`src/rtl/dma_pkg.sv`:
```
package dma_pkg;

  // Control register layout, bit 5 down to bit 0.
  typedef struct packed {
    logic dst_fwd;
    logic src_fwd;
    logic enable;
    logic req_flag;
    logic repeat_md;
    logic byte_md;
  } ctrl_t;

  localparam int CTRL_W = $bits(ctrl_t);

  typedef enum logic [1:0] {
    SEQ_IDLE  = 2'd0,
    SEQ_READ  = 2'd1,
    SEQ_WRITE = 2'd2
  } seq_state_t;

  localparam logic [1:0] SEL_CTRL = 2'd0;
  localparam logic [1:0] SEL_SRC  = 2'd1;
  localparam logic [1:0] SEL_DST  = 2'd2;
  localparam logic [1:0] SEL_CNT  = 2'd3;

endpackage

```
`src/rtl/dma_ctrl_reg.sv`:
```
module dma_ctrl_reg
  import dma_pkg::*;
(
  input  logic              clk,
  input  logic              rst,
  input  logic              wr_en,
  input  logic [CTRL_W-1:0] wdata,
  input  logic              req_in,
  input  logic              unit_done,
  input  logic              terminal,
  output ctrl_t             ctrl
);

  ctrl_t ctrl_d;

  always_comb begin
    ctrl_d = ctrl;
    if (wr_en) begin
      ctrl_d.byte_md   = wdata[0];
      ctrl_d.repeat_md = wdata[1];
      if (!wdata[2]) ctrl_d.req_flag = 1'b0;
      ctrl_d.enable    = wdata[3];
      if (!(wdata[4] && wdata[5])) begin
        ctrl_d.src_fwd = wdata[4];
        ctrl_d.dst_fwd = wdata[5];
      end
    end
    if (unit_done) begin
      ctrl_d.req_flag = 1'b0;
      if (terminal && !ctrl.repeat_md) ctrl_d.enable = 1'b0;
    end
    if (req_in) ctrl_d.req_flag = 1'b1;
  end

  always_ff @(posedge clk) begin
    if (rst) ctrl <= '0;
    else     ctrl <= ctrl_d;
  end

endmodule

```
`src/rtl/dma_ptr.sv`:
```
module dma_ptr #(
  parameter int AW = 16
) (
  input  logic          clk,
  input  logic          rst,
  input  logic          load,
  input  logic [AW-1:0] load_val,
  input  logic          advance,
  input  logic          fwd,
  input  logic [AW-1:0] step,
  input  logic          reload,
  output logic [AW-1:0] cur
);

  logic [AW-1:0] base;

  always_ff @(posedge clk) begin
    if (rst) begin
      cur  <= '0;
      base <= '0;
    end else if (load) begin
      cur  <= load_val;
      base <= load_val;
    end else if (advance) begin
      if (reload)   cur <= base;
      else if (fwd) cur <= cur + step;
    end
  end

endmodule

```
`src/rtl/dma_counter.sv`:
```
module dma_counter #(
  parameter int CW = 16
) (
  input  logic          clk,
  input  logic          rst,
  input  logic          load,
  input  logic [CW-1:0] load_val,
  input  logic          dec,
  input  logic          reload,
  output logic [CW-1:0] cnt,
  output logic          terminal
);

  localparam logic [CW-1:0] LAST = CW'(1);

  logic [CW-1:0] base;

  assign terminal = (cnt == LAST);

  always_ff @(posedge clk) begin
    if (rst) begin
      cnt  <= '0;
      base <= '0;
    end else if (load) begin
      cnt  <= load_val;
      base <= load_val;
    end else if (dec) begin
      if (reload) cnt <= base;
      else        cnt <= cnt - LAST;
    end
  end

endmodule

```
`src/rtl/dma_bus_seq.sv`:
```
module dma_bus_seq
  import dma_pkg::*;
#(
  parameter int AW = 16,
  parameter int DW = 16
) (
  input  logic          clk,
  input  logic          rst,
  input  logic          go,
  input  logic          byte_md,
  input  logic [AW-1:0] src,
  input  logic [AW-1:0] dst,
  input  logic [DW-1:0] bus_rdata,
  input  logic          bus_ready,
  output logic          bus_rd,
  output logic          bus_wr,
  output logic          bus_byte,
  output logic [AW-1:0] bus_addr,
  output logic [DW-1:0] bus_wdata,
  output logic          unit_done
);

  localparam int BW = 8;

  seq_state_t state;

  assign unit_done = (state == SEQ_WRITE) && bus_ready;

  always_ff @(posedge clk) begin
    if (rst) begin
      state     <= SEQ_IDLE;
      bus_rd    <= 1'b0;
      bus_wr    <= 1'b0;
      bus_byte  <= 1'b0;
      bus_addr  <= '0;
      bus_wdata <= '0;
    end else begin
      case (state)
        SEQ_IDLE: if (go) begin
          state    <= SEQ_READ;
          bus_rd   <= 1'b1;
          bus_addr <= src;
          bus_byte <= byte_md;
        end
        SEQ_READ: if (bus_ready) begin
          state    <= SEQ_WRITE;
          bus_rd   <= 1'b0;
          bus_wr   <= 1'b1;
          bus_addr <= dst;
          if (bus_byte) bus_wdata <= {{(DW-BW){1'b0}}, bus_rdata[BW-1:0]};
          else          bus_wdata <= bus_rdata;
        end
        SEQ_WRITE: if (bus_ready) begin
          state  <= SEQ_IDLE;
          bus_wr <= 1'b0;
        end
        default: state <= SEQ_IDLE;
      endcase
    end
  end

endmodule

```
`src/rtl/dma_channel.sv`:
```
module dma_channel
  import dma_pkg::*;
#(
  parameter int AW = 16,
  parameter int CW = 16,
  parameter int DW = 16,
  parameter int RW = 16
) (
  input  logic          clk,
  input  logic          rst,
  input  logic          reg_we,
  input  logic [1:0]    reg_addr,
  input  logic [RW-1:0] reg_wdata,
  output logic [RW-1:0] reg_rdata,
  input  logic          req_in,
  output logic          bus_rd,
  output logic          bus_wr,
  output logic          bus_byte,
  output logic [AW-1:0] bus_addr,
  output logic [DW-1:0] bus_wdata,
  input  logic [DW-1:0] bus_rdata,
  input  logic          bus_ready,
  output logic          done
);

  localparam int NPTR = 2;

  ctrl_t         ctrl_q;
  logic          unit_done;
  logic          terminal;
  logic          reload;
  logic [CW-1:0] cnt;
  logic [AW-1:0] step;
  logic [AW-1:0] ptr_cur [NPTR];

  assign step   = ctrl_q.byte_md ? AW'(1) : AW'(2);
  assign reload = terminal && ctrl_q.repeat_md;

  dma_ctrl_reg u_ctrl (
    .clk       (clk),
    .rst       (rst),
    .wr_en     (reg_we && (reg_addr == SEL_CTRL)),
    .wdata     (reg_wdata[CTRL_W-1:0]),
    .req_in    (req_in),
    .unit_done (unit_done),
    .terminal  (terminal),
    .ctrl      (ctrl_q)
  );

  for (genvar g = 0; g < NPTR; g++) begin : g_ptr
    localparam logic [1:0] SEL = (g == 0) ? SEL_SRC : SEL_DST;
    logic fwd;
    assign fwd = (g == 0) ? ctrl_q.src_fwd : ctrl_q.dst_fwd;
    dma_ptr #(.AW(AW)) u_ptr (
      .clk      (clk),
      .rst      (rst),
      .load     (reg_we && (reg_addr == SEL)),
      .load_val (reg_wdata[AW-1:0]),
      .advance  (unit_done),
      .fwd      (fwd),
      .step     (step),
      .reload   (reload),
      .cur      (ptr_cur[g])
    );
  end

  dma_counter #(.CW(CW)) u_cnt (
    .clk      (clk),
    .rst      (rst),
    .load     (reg_we && (reg_addr == SEL_CNT)),
    .load_val (reg_wdata[CW-1:0]),
    .dec      (unit_done),
    .reload   (reload),
    .cnt      (cnt),
    .terminal (terminal)
  );

  dma_bus_seq #(.AW(AW), .DW(DW)) u_seq (
    .clk       (clk),
    .rst       (rst),
    .go        (ctrl_q.enable && ctrl_q.req_flag),
    .byte_md   (ctrl_q.byte_md),
    .src       (ptr_cur[0]),
    .dst       (ptr_cur[1]),
    .bus_rdata (bus_rdata),
    .bus_ready (bus_ready),
    .bus_rd    (bus_rd),
    .bus_wr    (bus_wr),
    .bus_byte  (bus_byte),
    .bus_addr  (bus_addr),
    .bus_wdata (bus_wdata),
    .unit_done (unit_done)
  );

  always_ff @(posedge clk) begin
    if (rst) begin
      done      <= 1'b0;
      reg_rdata <= '0;
    end else begin
      done <= unit_done && terminal;
      case (reg_addr)
        SEL_CTRL: reg_rdata <= RW'(ctrl_q);
        SEL_SRC:  reg_rdata <= RW'(ptr_cur[0]);
        SEL_DST:  reg_rdata <= RW'(ptr_cur[1]);
        default:  reg_rdata <= RW'(cnt);
      endcase
    end
  end

endmodule

```
`config.mk`:
```
export PLATFORM = sky130hd
export DESIGN_NAME = dma_channel
export DESIGN_NICKNAME = d
export VERILOG_FILES = /design/src/rtl/dma_pkg.sv /design/src/rtl/dma_ctrl_reg.sv /design/src/rtl/dma_ptr.sv /design/src/rtl/dma_counter.sv /design/src/rtl/dma_bus_seq.sv /design/src/rtl/dma_channel.sv
export SDC_FILE = /design/constraint.sdc
export NUM_CORES = 1
export LEC_CHECK = 0
export BUFFER_PORTS_ARGS = -buffer_cell sky130_fd_sc_hd__buf_2
export CAP_MARGIN = 20
export CELL_PAD_IN_SITES_DETAIL_PLACEMENT = 1
export CELL_PAD_IN_SITES_GLOBAL_PLACEMENT = 1
export CORE_AREA = 2 2 134 149
export DETAILED_ROUTE_END_ITERATION = 8
export DIE_AREA = 0 0 136 151
export PLACE_DENSITY = 0.83
export SYNTH_ARGS = -nofsm -noshare
export SYNTH_HDL_FRONTEND = slang
export SYNTH_HIERARCHICAL = 1
export SYNTH_SLANG_ARGS = --single-unit
```
`constraint.sdc`:
```
create_clock -name clk -period 7.4 [get_ports clk]
set_input_delay 0.37 -clock clk [delete_from_list [all_inputs] [get_ports clk]]
set_output_delay 0.37 -clock clk [all_outputs]
set_load 0.01 [all_outputs]
```
# ---- After elaboration in Yosys (flattened, before gate mapping)
# Cells that the tools add are included.
# W data, S select, Z words.
dict set report word_totals {
  memories 0
  inputBits 39
  reg_bits 156
  latchBits 0
  ram_bits 0
  romBits 0
}
dict set report classes {
  eq_ne 10
  n_reduce_logical 30
  n_div 0
  add_sub_neg 3
  mul 0
  order_cmp 0
  n_mux 31
  n_shift 0
  n_bitwise 1
}
# operator n
set ops {}
lappend ops {{$mux W16} 14}
lappend ops {{$pmux W16 S3} 1}
lappend ops {{$add A16 B2 Y16} 2}
lappend ops {{$pmux W16 S2} 1}
lappend ops {{$eq A16 B1 Y1 const B} 1}
lappend ops {{$sub A16 B1 Y16 const B} 1}
lappend ops {{$reduce_and A2 Y1} 6}
lappend ops {{$logic_and A1 B1 Y1} 10}
lappend ops {{$mux W2} 5}
lappend ops {{$reduce_bool A2 Y1} 5}
lappend ops {{$reduce_and A3 Y1} 3}
lappend ops {{$reduce_bool A3 Y1} 3}
lappend ops {{$eq A2 B2 Y1 const B} 3}
lappend ops {{$mux W1} 6}
lappend ops {{$pmux W2 S3} 1}
lappend ops {{$eq A2 B1 Y1 const B} 2}
lappend ops {{$logic_not A2 Y1} 2}
lappend ops {{$mux W4} 1}
lappend ops {{$ne A2 B2 Y1 const B} 2}
lappend ops {{$pmux W1 S2} 2}
lappend ops {{$ne A3 B1 Y1 const B} 1}
lappend ops {{$ne A2 B1 Y1 const B} 1}
lappend ops {{$logic_not A1 Y1} 1}
lappend ops {{$not A1 Y1} 1}

# ---- Depth between registers and ports, before layout
dict set report logic_depth {
  ltp_word 6
  ltp_mapped 12
  mapped_depth_nobuf 10
}

# ---- By module
# Netlist, hierarchy kept.
# mod instances cells_each seq_area_each_um2 area_per_inst_um2
set modules_own_cells {}
lappend modules_own_cells {dma_ptr 2 288 640.6 2353.5}
lappend modules_own_cells {dma_counter 1 222 640.6 1796.7}
lappend modules_own_cells {dma_bus_seq 1 167 740.7 1537.7}
lappend modules_own_cells {dma_channel 1 87 340.3 865.8}
lappend modules_own_cells {dma_ctrl_reg 1 25 120.1 259.0}

# ---- Least setup slack after synthesis
# Ideal clock, no wire load.
dict set report synth_timing {
  kind {register to register}
  from {register u_cnt.cnt[2]}
  to {register g_ptr[1].u_ptr.cur[12]}
  stages_incl_launch_ff 12
  setup_slack_ps 4595
  required_ps 7276
  arrival_ps 2681
  synth_period_minus_slack_ps 2805
  setup_time_ps 124
  cell_sequence {dfxtp_1 > nor4_4 > nand4_1 > nor4b_1 > and2_1 > buf_4 > o21ai_4 > mux2_2 > nor2_1 > nand3b_1 > o221ai_2 > nor3_2}
}
dict set report synth_between {
  elab_chain_cells 5
  word_cells_on_any_way 7
}
# element line_no
set synth_lines {}
lappend synth_lines {{from (decl)} dma_counter.sv:10} ;# output logic [CW-1:0] cnt,
lappend synth_lines {{from (signal assigned)} dma_counter.sv:25} ;# cnt <= load_val;
lappend synth_lines {{from (signal assigned)} dma_counter.sv:28} ;# if (reload) cnt <= base;
lappend synth_lines {{from (signal assigned)} dma_counter.sv:29} ;# else cnt <= cnt - LAST;
lappend synth_lines {{$eq A16 B1 Y1 (*)} dma_counter.sv:18} ;# assign terminal = (cnt == LAST);
lappend synth_lines {{named net terminal} dma_channel.sv:30} ;# logic terminal;
lappend synth_lines {{$logic_and A1 B1 Y1 (*)} dma_channel.sv:37} ;# assign reload = terminal && ctrl_q.repeat_md;
lappend synth_lines {{named net reload} dma_channel.sv:31} ;# logic reload;
lappend synth_lines {{$mux W16} dma_ptr.sv:25} ;# if (reload) cur <= base;
lappend synth_lines {{$mux W16} dma_ptr.sv:24} ;# end else if (advance) begin
lappend synth_lines {{$mux W16} dma_ptr.sv:21} ;# end else if (load) begin
lappend synth_lines {{to (signal assigned)} dma_ptr.sv:22} ;# cur <= load_val;
lappend synth_lines {{to (signal assigned)} dma_ptr.sv:25}
lappend synth_lines {{to (signal assigned)} dma_ptr.sv:26} ;# else if (fwd) cur <= cur + step;
lappend synth_lines {{to (decl)} dma_ptr.sv:12} ;# output logic [AW-1:0] cur
# The timed path passes the listed nets; every way through them passes the cells marked *. The select of a mux whose other input is x is not followed.
# A chain may end at the register's enable or synchronous reset.

# ---- Worst setup path in the final report
# Ends and elaborated chain as after synthesis.

==> impl_metrics.py <==
metrics = {
    "run_status": {
        "status": "finished clean",
    },
    "drt": {
        "dr.pass1.iters": 5,
        "dr.first_iter.drc_count": 630,
        "ant_nets": 0,
        "wl_um": 30200,
        "drc": 0,
        "routedWlPerCell_um": 21.4,
        "vias": 8542,
        "vias_per_cell": 6.06,
    },
    "final_layout": {
        "n_antenna_cell": 0,
        "stdcell_count": 1409,
        "seqCellArea_um2": 3120,
        "nFillCells": 2354,
        "fin_nets": 1222,
        "drive_gt1_frac": 0.176,
        "fin_area_um2": 10300,
        "syn2layout_area_growth_pct": 11.9,
        "multi_input_area_um2": 5570,
    },
    "clocking": {
        "insertion_delay_ns": 0.44,
        "cts_hold_buf": 0,
        "cts_buffers": 17,
        "htreeDepth": 4,
        "cts.sinks": 156,
        "cts_setup_buffers": 0,
        "clkTransAtPathRegs_ns": 0.07,
        "clockBufferDepth": 2,
        "ctsResizeCount": 0,
        "clockRootBuffer": "clkbuf_16",
        "cts_tree": "done",
    },
    "global_routing": {
        "gr-usage-all-layers": 0.297,
        "grt_overflow": 0,
        "grt_pass1_vias": 8489,
        "antenna_found_initial": 1,
        "grt_pass1_wl_um": 46600,
        "grt_max_degree": 75,
    },
    "logic_synthesis": {
        "synthFlopType": "dfxtp_1",
        "synth_edf_count": 0,
        "synth-compound-area-share": 0.244,
        "yosysMostFrequentCell": "dfxtp_1",
        "syn-instance-count": 1077,
        "muxShareOfSynthArea": 0.0693,
        "synth_top_family_by_area": "compound AO/OA/AOI/OAI gates",
        "yosysTopAreaCellShare": 0.341,
        "yosysSeqAreaShare": 0.341,
        "synth_warnings": 6,
        "synth-seq-cells": 156,
        "synth-xor-area-share": 0.0296,
        "synth_area_per_cell_um2": 8.51,
        "ys_top_cells_by_area": "dfxtp_1, a21oi_1, mux2i_1, ha_1, nor2_1",
        "ys_types": 82,
        "synth_top_area_cell": "dfxtp_1",
        "yosys.area_share.adder": 0.0480,
        "synth_commonest_cells": "dfxtp_1, a21oi_1, nor2_1",
        "syn_area_um2": 9170,
        "synth_simple_gate_area_frac": 0.204,
        "async_flop_share": 0,
    },
    "timing": {
        "max_slew_margin": 0.325,
        "post-route-period-util": 0.560,
        "fin_ws_ns": 3.25,
        "holdWs_ns": 0.156,
        "finalMaxSlewViolations": 0,
        "rsz0062_at_grt": "false",
        "fmax_mhz": 241,
        "final-setup-viol-count": 0,
        "tns_ns": 0,
        "worst_slew_pin_slew_ns": 1.01,
        "min_period_ns": 4.15,
        "fin_skew_ns": 0.00903,
        "hold_viol": 0,
    },
    "worst_setup_path": {
        "critPathKind": "reg2reg",
        "slowest_stage": "and2_2",
        "crit_family": "simple AND/OR/NAND/NOR gates",
        "cp-endpoint": "g_ptr[1].u_ptr/cur[12]$_SDFFE_PP0P_",
        "worstSetupPathDepth": 11,
        "crit_chain": "nor4_4 -> nand4_1 -> nor4b_1 -> and2_2 -> buf_4 -> o21a_4 -> nor2_2 -> a311o_1 -> a21oi_2 -> o221ai_2 -> nor3_2",
        "critPathCaptureType": "register",
        "max_stage_delay_ns": 0.64,
        "path_max_fanout": 30,
        "reg2reg_depth": 11,
        "r2r_setup_slack_ns": 3.25,
        "startpoint": "u_cnt/cnt[2]$_SDFFE_PP0P_",
        "worst-endpoint-required_ns": 7.77,
        "crit_arrival_ns": 4.51,
        "startpoint_type": "register",
        "critPathBufInv": 1,
        "r2r-end": "g_ptr[1].u_ptr/cur[12]$_SDFFE_PP0P_",
        "worstReg2RegStart": "u_cnt/cnt[2]$_SDFFE_PP0P_",
    },
    "pwr": {
        "leakage_nw": 3.92,
        "ir_drop_uv": 176,
        "powerDensity_nw_per_um2": 201,
    },
    "place": {
        "port_buffers": 90,
        "place_inst": 1376,
        "dp_hpwl_um": 20900,
        "place_congestion": 0.899,
        "dpl_cell_area_um2": 9660,
        "place_ws_ns": 3.40,
    },
    "floorplanning": {
        "die-area_um2": 20500,
        "core_area_um2": 19000,
        "initial_utilization": 0.483,
        "die_y_um": 151,
        "rows": 53,
        "die_width_um": 136,
        "pin_count": 91,
    },
    "worst_hold_path": {
        "hp-class": "in2reg",
    },
    "run": {
        "cap_violations": 0,
    },
}
state kept, by name, indices dropped and copies added, names as in the netlist:
name and flops:
g_ptr.u_ptr/cur 32, u_seq/bus_wdata 16, g_ptr.u_ptr/base 32, u_seq/bus_byte 1
u_seq/bus_wr 1, u_cnt/base 16, u_ctrl/ctrl 6, u_seq/state 2
u_seq/bus_rd 1, u_seq/bus_addr 16, u_cnt/cnt 16, done 1
reg_rdata 16
stage by stage:
step                 util  total power [mW]
finish              0.541              2.07
global route        0.541              2.14
global placement    0.510              1.18
CTS                 0.541              2.07
floorplan               -              1.11
detailed placement  0.510              1.19
worst min-delay path by stage:
| stage | start | endpoint | slack (ns) | cells after the start |
|---|---|---|---|---|
| floorplan | rst | u_ctrl/ctrl[4]$_SDFFE_PP0P_ | 0.44 | 1 |
| global placement | u_seq/bus_wdata[13]$_SDFFE_PP0P_ | u_seq/bus_wdata[13]$_SDFFE_PP0P_ | 0.44 | 2 |
| detailed placement | u_seq/bus_wdata[13]$_SDFFE_PP0P_ | u_seq/bus_wdata[13]$_SDFFE_PP0P_ | 0.44 | 2 |
| CTS | bus_rdata[6] | u_seq/bus_wdata[6]$_SDFFE_PP0P_ | 0.15 | 3 |
| global route | bus_rdata[4] | u_seq/bus_wdata[4]$_SDFFE_PP0P_ | 0.16 | 3 |
| finish | req_in | u_ctrl/ctrl[2]$_SDFFE_PP0P_ | 0.16 | 3 |
logic make-up (layout without fill, tap and decap cells):
group	Yosys count	count (layout)
and+or+nand+nor	362	362
AOI/OAI and AO/OA	317	317
DFF	156	156
buffers and inverters	113	171
muxes	63	63
adders and majority gates	34	34
xor gates and xnor gates	31	31
other	1	28
worst register-to-register path, stage by stage (launching register included):
cell and delay (ns):
dfxtp_1 0.40, nor4_4 0.56, nand4_1 0.23, nor4b_1 0.49, and2_2 0.64, buf_4 0.49
o21a_4 0.38, nor2_2 0.06, a311o_1 0.34, a21oi_2 0.16, o221ai_2 0.12, nor3_2 0.20
power breakdown:
group          switching (mW)  total, mW  leakage (nW)  internal, mW
clock                   0.430      0.886         0.288         0.455
sequential             0.0315      0.898          1.27         0.866
combinational           0.175      0.282          2.36         0.107
area by class of cell:
cell class | instances | share of cell area
Multi-Input combinational cell | 835 | 0.543
Tap cell | 247 | 0.0301
Sequential cell | 156 | 0.305
Clock inverter | 15 | 0.0159
Clock buffer | 17 | 0.0415
Timing Repair Buffer | 98 | 0.0498
Inverter | 41 | 0.0150
cell usage in the layout (no fill, tap or decap), drive strengths merged, types with 10 or more instances in the layout:
cell type	netlist	final
xnor2	14	14
a21oi	137	137
buf	44	98
conb	1	28
mux2i	59	59
a211oi	19	19
a311o	10	10
o21ai	38	38
clkbuf	28	17
ha	32	32
xor2	17	17
inv	41	52
nand3	19	19
nand2b	34	34
nor2	109	109
nor3	23	23
o221a	16	16
dfxtp	156	156
o22ai	25	25
nand2	105	105
nand3b	15	15
layer usage:
layer  GRT usage  vias to the layer above  part of all wire
met5           0                        -           0.00026
met2       0.490                      275              0.47
met4       0.142                        2             0.042
met1       0.367                     4189              0.42
li1            -                     3992                 -
met3      0.0679                       84             0.064
Power figures use the tool's default switching activity.
